--- config.mk ---
export PLATFORM = sky130hd
export DESIGN_NAME = buf_fill_ctrl
export DESIGN_NICKNAME = d
export VERILOG_FILES = /design/src/rtl/bfc_pkg.sv /design/src/rtl/bfc_seq.sv /design/src/rtl/bfc_downcnt.sv /design/src/rtl/bfc_addr_gen.sv /design/src/rtl/buf_fill_ctrl.sv
export SDC_FILE = /design/constraint.sdc
export NUM_CORES = 1
export LEC_CHECK = 0
export CAP_MARGIN = 20
export CELL_PAD_IN_SITES_DETAIL_PLACEMENT = 0
export CELL_PAD_IN_SITES_GLOBAL_PLACEMENT = 1
export CORE_ASPECT_RATIO = 1.75
export CORE_MARGIN = 3
export CORE_UTILIZATION = 35
export DETAILED_ROUTE_END_ITERATION = 8
export DONT_BUFFER_PORTS = 1
export GPL_TIMING_DRIVEN = 0
export PLACE_DENSITY_LB_ADDON = 0.3
export SYNTH_ARGS = -nofsm -noshare
export SYNTH_HDL_FRONTEND = slang
export SYNTH_SLANG_ARGS = --single-unit
--- constraint.sdc ---
create_clock -name clk -period 2.1 [get_ports clk]
set_input_delay 0.315 -clock clk [delete_from_list [all_inputs] [get_ports clk]]
set_output_delay 0.315 -clock clk [all_outputs]
set_load 0.01 [all_outputs]
--- src/rtl/bfc_pkg.sv ---
package bfc_pkg;
  typedef enum logic [2:0] {
    ST_IDLE  = 3'd0,
    ST_GAP   = 3'd1,
    ST_READ  = 3'd2,
    ST_HOLD  = 3'd3,
    ST_CLEAR = 3'd4,
    ST_PROC  = 3'd5
  } bfc_state_e;
endpackage

--- src/rtl/bfc_seq.sv ---
module bfc_seq
  import bfc_pkg::*;
(
  input  logic       clk,
  input  logic       rst,
  input  logic       start,
  input  logic       fill_done_i,
  input  logic       gap_zero,
  input  logic       last_write,
  output bfc_state_e state_q,
  output logic       gap_load,
  output logic       addr_step,
  output logic       wr_take,
  output logic       pipe_load
);
  bfc_state_e state_d;

  always_comb begin
    state_d   = state_q;
    gap_load  = 1'b0;
    addr_step = 1'b0;
    wr_take   = 1'b0;
    pipe_load = 1'b0;
    case (state_q)
      ST_IDLE: begin
        if (start) begin
          state_d  = ST_GAP;
          gap_load = 1'b1;
        end
      end
      ST_GAP: begin
        if (gap_zero) state_d = ST_READ;
      end
      ST_READ: begin
        wr_take = 1'b1;
        if (last_write) begin
          state_d = ST_HOLD;
        end else begin
          addr_step = 1'b1;
          gap_load  = 1'b1;
          state_d   = ST_GAP;
        end
      end
      ST_HOLD: begin
        if (fill_done_i) state_d = ST_CLEAR;
      end
      ST_CLEAR: begin
        pipe_load = 1'b1;
        state_d   = ST_PROC;
      end
      ST_PROC: state_d = ST_PROC;
      default: state_d = ST_IDLE;
    endcase
  end

  always_ff @(posedge clk) begin
    if (rst) state_q <= ST_IDLE;
    else     state_q <= state_d;
  end
endmodule

--- src/rtl/bfc_downcnt.sv ---
module bfc_downcnt #(
  parameter int LOAD_VAL = 3,
  localparam int CW = (LOAD_VAL < 1) ? 1 : $clog2(LOAD_VAL + 1)
) (
  input  logic          clk,
  input  logic          rst,
  input  logic          load,
  input  logic          run,
  output logic [CW-1:0] cnt_q,
  output logic          zero
);
  always_ff @(posedge clk) begin
    if (rst)                       cnt_q <= '0;
    else if (load)                 cnt_q <= CW'(LOAD_VAL);
    else if (run && cnt_q != '0)   cnt_q <= cnt_q - CW'(1);
  end

  assign zero = (cnt_q == '0);
endmodule

--- src/rtl/bfc_addr_gen.sv ---
module bfc_addr_gen #(
  parameter int DEPTH  = 20,
  parameter int ADDR_W = 8,
  localparam int CNT_W = $clog2(DEPTH + 1)
) (
  input  logic              clk,
  input  logic              rst,
  input  logic              step,
  input  logic              take,
  output logic [ADDR_W-1:0] addr_q,
  output logic              last_write
);
  logic [CNT_W-1:0] wcnt_q;

  always_ff @(posedge clk) begin
    if (rst) begin
      addr_q <= '0;
      wcnt_q <= '0;
    end else begin
      if (step) addr_q <= addr_q + ADDR_W'(1);
      if (take) wcnt_q <= wcnt_q + CNT_W'(1);
    end
  end

  assign last_write = (wcnt_q == CNT_W'(DEPTH - 1));
endmodule

--- src/rtl/buf_fill_ctrl.sv ---
module buf_fill_ctrl
  import bfc_pkg::*;
#(
  parameter int DEPTH    = 20,
  parameter int ADDR_W   = 8,
  parameter int WAIT_CYC = 3,
  parameter int PIPE_DLY = 5,
  localparam int PIPE_W  = $clog2(PIPE_DLY + 1)
) (
  input  logic              clk,
  input  logic              rst,
  input  logic              start,
  input  logic              fill_done_i,
  output logic [ADDR_W-1:0] src_addr_o,
  output logic              rd_ack_o,
  output logic              buf_en_o,
  output logic              buf_wr_o,
  output logic              buf_clr_o,
  output logic              busy_o,
  output logic              proc_o,
  output logic [PIPE_W-1:0] pipe_cnt_o
);
  localparam int GAP_LOAD = WAIT_CYC - 1;
  localparam int GAP_W    = (GAP_LOAD < 1) ? 1 : $clog2(GAP_LOAD + 1);

  bfc_state_e       state_q;
  logic             gap_load, addr_step, wr_take, pipe_load;
  logic             gap_zero, last_write, pipe_zero;
  logic [GAP_W-1:0] gap_cnt;

  bfc_seq u_seq (
    .clk        (clk),
    .rst        (rst),
    .start      (start),
    .fill_done_i(fill_done_i),
    .gap_zero   (gap_zero),
    .last_write (last_write),
    .state_q    (state_q),
    .gap_load   (gap_load),
    .addr_step  (addr_step),
    .wr_take    (wr_take),
    .pipe_load  (pipe_load)
  );

  bfc_downcnt #(.LOAD_VAL(GAP_LOAD)) u_gap (
    .clk  (clk),
    .rst  (rst),
    .load (gap_load),
    .run  (state_q == ST_GAP),
    .cnt_q(gap_cnt),
    .zero (gap_zero)
  );

  bfc_downcnt #(.LOAD_VAL(PIPE_DLY)) u_pipe (
    .clk  (clk),
    .rst  (rst),
    .load (pipe_load),
    .run  (state_q == ST_PROC),
    .cnt_q(pipe_cnt_o),
    .zero (pipe_zero)
  );

  bfc_addr_gen #(.DEPTH(DEPTH), .ADDR_W(ADDR_W)) u_addr (
    .clk       (clk),
    .rst       (rst),
    .step      (addr_step),
    .take      (wr_take),
    .addr_q    (src_addr_o),
    .last_write(last_write)
  );

  // Moore decode: every strobe follows the registered state only
  always_comb begin
    rd_ack_o  = 1'b0;
    buf_en_o  = 1'b0;
    buf_wr_o  = 1'b0;
    buf_clr_o = 1'b0;
    busy_o    = 1'b0;
    proc_o    = 1'b0;
    case (state_q)
      ST_GAP:   busy_o = 1'b1;
      ST_READ: begin
        busy_o   = 1'b1;
        rd_ack_o = 1'b1;
        buf_en_o = 1'b1;
        buf_wr_o = 1'b1;
      end
      ST_HOLD:  busy_o = 1'b1;
      ST_CLEAR: begin
        busy_o    = 1'b1;
        buf_clr_o = 1'b1;
      end
      ST_PROC:  proc_o = 1'b1;
      default:  ;
    endcase
  end

  logic unused_ok;
  assign unused_ok = ^{gap_cnt, pipe_zero};
endmodule

# ---- Word level (Yosys, flattened, before mapping)
# Cells that the tools add are included.
dict set report word_totals {
  inputBits 4
  wordCells 50
  reg_bits 21
  out_inout_bits 17
}
dict set report classes {
  n_mux 17
  n_reduce_logical 13
  n_eq_ne 9
  add_sub_neg 4
}
# cell n
set ops {}
lappend ops {{two-way mux 3 bit} 5}
lappend ops {{one-hot mux 3 bit (5 select lines)} 1}
lappend ops {{adder 8 x 1 -> 8 bit, second input constant} 1}
lappend ops {{two-way mux 1 bit} 7}
lappend ops {{== test 3 x 2 -> 1 bit, second input constant} 2}
lappend ops {{== test 3 bit, second input constant} 2}
lappend ops {{two-way mux 2 bit} 3}
lappend ops {{!= test 2 bit, second input constant} 3}
lappend ops {{nonzero test 2 bit} 3}
lappend ops {{OR reduction 2 bit} 3}
lappend ops {{adder 5 x 1 -> 5 bit, second input constant} 1}
lappend ops {{== test 5 bit, second input constant} 1}
lappend ops {{OR reduction 4 bit} 1}
lappend ops {{== test 3 x 1 -> 1 bit, second input constant} 1}
lappend ops {{logical NOT 3 bit} 1}
lappend ops {{AND reduction 3 bit} 1}
lappend ops {{nonzero test 3 bit} 1}
lappend ops {{subtractor 3 x 1 -> 3 bit, second input constant} 1}
lappend ops {{logical AND 1 bit} 2}
lappend ops {{logical NOT 2 bit} 1}
lappend ops {{one-hot mux 1 bit (2 select lines)} 1}
lappend ops {{subtractor 2 x 1 -> 2 bit, second input constant} 1}

# ---- Logic depth before layout (Yosys ltp)
dict set report logic_depth {
  word_depth 4
  ltp_mapped 6
  depth_no_buf 5
}

# ---- Modules after synthesis
# A second synthesis with hierarchy kept.
dict set report hier_totals {
  cells_unflattened 119
  hier_area_um2 1104.8
}
# mod instances area_per_inst_um2 cells_each
set by_module_without_submodules {}
lappend by_module_without_submodules {bfc_addr_gen 1 541.8 57}
lappend by_module_without_submodules {bfc_seq 1 211.5 24}
lappend by_module_without_submodules {{bfc_downcnt at u_pipe} 1 183.9 19}
lappend by_module_without_submodules {{bfc_downcnt at u_gap} 1 106.4 11}
lappend by_module_without_submodules {buf_fill_ctrl 1 61.3 8}

# ---- Worst setup path before layout
# Ideal clock, no wire load.
dict set report synth_path {
  path_type {register to register}
  from {register u_seq.state_q[2]}
  to {register u_addr.addr_q[6]}
  n_path_buf 3
  path_slack_ps 351
  t_required_ps 1977
  t_arrival_ps 1625
  setup_ps 123
  stages_incl_launch_ff 7
  cell_sequence {dfxtp_1 -> buf_6 -> or3b_1 -> clkbuf_2 -> clkbuf_8 -> nor4_4 -> mux2_1}
}
dict set report synth_via {
  elab_chain_len 2
}
# item line_no
set synth_rtl {}
lappend synth_rtl {{start: declaration} bfc_seq.sv:10} ;# output bfc_state_e state_q,
lappend synth_rtl {{start signal: assignment} bfc_seq.sv:58} ;# else state_q <= state_d;
lappend synth_rtl {{== test 3 x 2 -> 1 bit} bfc_seq.sv:24} ;# case (state_q)
lappend synth_rtl {{two-way mux 1 bit} bfc_seq.sv:24}
lappend synth_rtl {{end signal: assignment} bfc_addr_gen.sv:20} ;# if (step) addr_q <= addr_q + ADDR_W'(1);
lappend synth_rtl {{end: declaration} bfc_addr_gen.sv:10} ;# output logic [ADDR_W-1:0] addr_q,
# No other way between the ends.
# A chain may end at the register's enable or synchronous reset.

# ---- Final worst setup path
dict set report layout_path {
  from {register u_seq.state_q[2]}
  to {output rd_ack_o}
}
dict set report layout_via {
  elab_chain_len 2
}
# item line_no
set layout_rtl {}
lappend layout_rtl {{== test 3 x 2 -> 1 bit} -}
lappend layout_rtl {{two-way mux 1 bit} -}
lappend layout_rtl {{end: declaration} buf_fill_ctrl.sv:15} ;# output logic rd_ack_o,
# No other way between the ends.

==> flow_summary.ini <==
[outcome]
status = completed

[global_route]
grt_pass1_vias = 946
grt.overflow.total = 0
grt.total_usage = 0.131
grt_max_degree = 12
antenna_found_initial = 0
grt_pass1_wl_um = 4190

[setup_path]
crit_path_cell_trace = buf_6 -> or3b_1 -> clkbuf_2 -> inv_1 -> buf_4
end_kind = output pin
cp_num_buf_inv = 4
cp.arrival_ps = 1670
path_class = reg2out
max_stage_delay_ps = 360
worst_path_max_delay_cell = or3b_1
cp_top_family = buffers and inverters
cp_max_fo = 10
critical_path_required_ps = 1780
start_kind = flop
r2r_slack_ps = 190

[cts]
clk_pin_slew_ps = 70
cts_tree = built
clock_latency_ps = 250
htree_levels = 1
clock_sinks = 21
cts_inserted_buffers = 3
root_buffer = clkbuf_8
cts_setup_buffers = 0
cts_buffer_depth = 2

[synthesis]
netlist-cell-type-count = 41
synthSimpleGateAreaFrac = 0.273
synthesis.nets = 141
syn_inst = 132
seq_area_frac_synth = 0.361
synthArstFlopShare = 0
synth_edf_count = 0
ys.flop_type = dfxtp_1
avgSynthCellArea_um2 = 8.83
netlist_area_um2 = 1170
synth_compound_area_frac = 0.147
ys_warn_count = 0
synth.mux.area_fraction = 0.0569
synth_xor_xnor_area_share = 0.0225
synth_top_family_by_area = simple AND/OR/NAND/NOR gates
synth-adder-area-share = 0.0536
ys_ff_latch = 21

[final_layout]
instances_no_fill = 179
final_nets = 146
drive_gt1_frac = 0.118
antenna_cells_inserted = 0
final_cell_mix = dfxtp_1, a21oi_1, inv_1, nor2_1
final_common_cell = dfxtp_1
area_growth_pct = 9.01

[power_and_ir_drop]
p_total_w = 0.000828
p_clk_frac = 0.309
cellPowerDensity_nw_per_um2 = 652
peakVddDrop_mv = 0.278
internal_power_w = 0.000609
p_leak_nw = 0.445
combPwrFrac = 0.170
p_sw_w = 0.000220
p_seq_frac = 0.521
p_sw_frac = 0.265

[flow_run]
maxCapViolations = 0

[sta]
worst_pin_slew_ps = 613
tns_ps = 0
hold_viol = 0
finalCriticalPeriod_ps = 1990
max_freq_mhz = 503
holdWs_ps = 241
setup_violations = 0
fin_skew_ps = 0.973
slew_headroom = 0.586
drv_slew = 0
finalCritPeriodShare = 0.946
rsz0062_at_grt = no

[routing]
drc_errors = 0
firstDrtPassIters = 3
detail_route.wl_per_cell_um = 13.6
vias_per_cell = 5.31
dr.first_iter.drc_count = 16
finalWirelength_um = 2430
num_vias = 950
ant_nets = 0

[die]
die_x_um = 49.6
dieHeight_um = 82.4
initial_core_util = 0.367
row_count = 27
die-area_um2 = 4090
io_pins = 21
coreArea_um2 = 3180

[placed_design]
hpwl_um = 1800
gp_congestion = 0.699
dp_cells = 175
port_buffers = 0

[worst_hold_path]
hold_class = in2reg
## logic make-up (layout without fill, tap and decap cells)
group / Yosys count / count (layout)
buf+inv: 20 / 24
xor+xnor: 3 / 3
mux: 6 / 6
compound gates: 28 / 28
fa+ha+maj: 5 / 5
flops: 21 / 21
simple gates: 49 / 49
## layout make-up
type                       count  area (um^2)
buffer                        10         63.8
clock buffer                   4         45.0
fill                         359         1900
inverter                      10         37.5
multi-input combinational     91          651
sequential                    21          420
tap                           43         53.8
## sequential cells by signal, summed over array words and instances (netlist names)
| signal | count |
|---|---|
| u_addr.addr_q | 8 |
| u_seq.state_q | 3 |
| u_gap.cnt_q | 2 |
| u_addr.wcnt_q | 5 |
| u_pipe.cnt_q | 3 |
## stage by stage
stage / area [um^2] / util / worst slack, ps
after floorplan: 1170 / - / 351
after global placement: 1220 / 0.384 / 129
after detailed placement: 1220 / 0.384 / 126
after CTS: 1260 / 0.398 / 96.7
after global routing: 1270 / 0.400 / 13.0
final: 1270 / 0.400 / 113
## layer usage
metal  vias up  part of all wire  GRT usage
met5         -                 0          0
met4         0            0.0099     0.0582
met3         2             0.051     0.0269
met2        19              0.54      0.252
met1       450              0.40      0.134
li1        479                 -          -
## cells in the mapped netlist (3+ instances only)
cell / number / area (um^2)
nor2b_1: 7 / 43.8
o31ai_1: 3 / 22.5
dfxtp_1: 21 / 420
clkbuf_1: 5 / 18.8
nand3_1: 4 / 20.0
xnor2_1: 3 / 26.3
ha_1: 5 / 62.6
nand4_1: 4 / 25.0
nor2_1: 10 / 37.5
mux2_2: 4 / 45.0
inv_1: 10 / 37.5
o21ai_0: 7 / 35.0
a21oi_1: 11 / 55.1
or4_1: 3 / 22.5
## what timing repair did
| item | 4_1_cts | 5_1_grt |
|---|---|---|
| hold buffers | 0 | 0 |
| endpoints found under the setup margin | 0 | 1 |
| hold endpoints to repair | 0 | 0 |
| gates resized for setup | 0 | 1 |
## final timing paths
kind | end | cells past startpoint | start
worst min-delay path | u_seq.state_q[2] | 2 | fill_done_i
worst max register to register | u_addr.addr_q[7] | 5 | u_addr.wcnt_q[0]
worst max-delay path | rd_ack_o | 5 | u_seq.state_q[2]
worst min register to register | u_addr.wcnt_q[1] | 2 | u_addr.wcnt_q[1]
## power by group through the flow
stage	clock network [W]	logic [W]	registers (W)
after floorplan	0	0.000118	0.000437
after global placement	0	0.000138	0.000440
after detailed placement	0	0.000143	0.000441
after CTS	0.000278	0.000143	0.000432
after global routing	0.000290	0.000161	0.000435
final	0.000256	0.000141	0.000432
No activity file was read; power rests on OpenSTA's default activity.
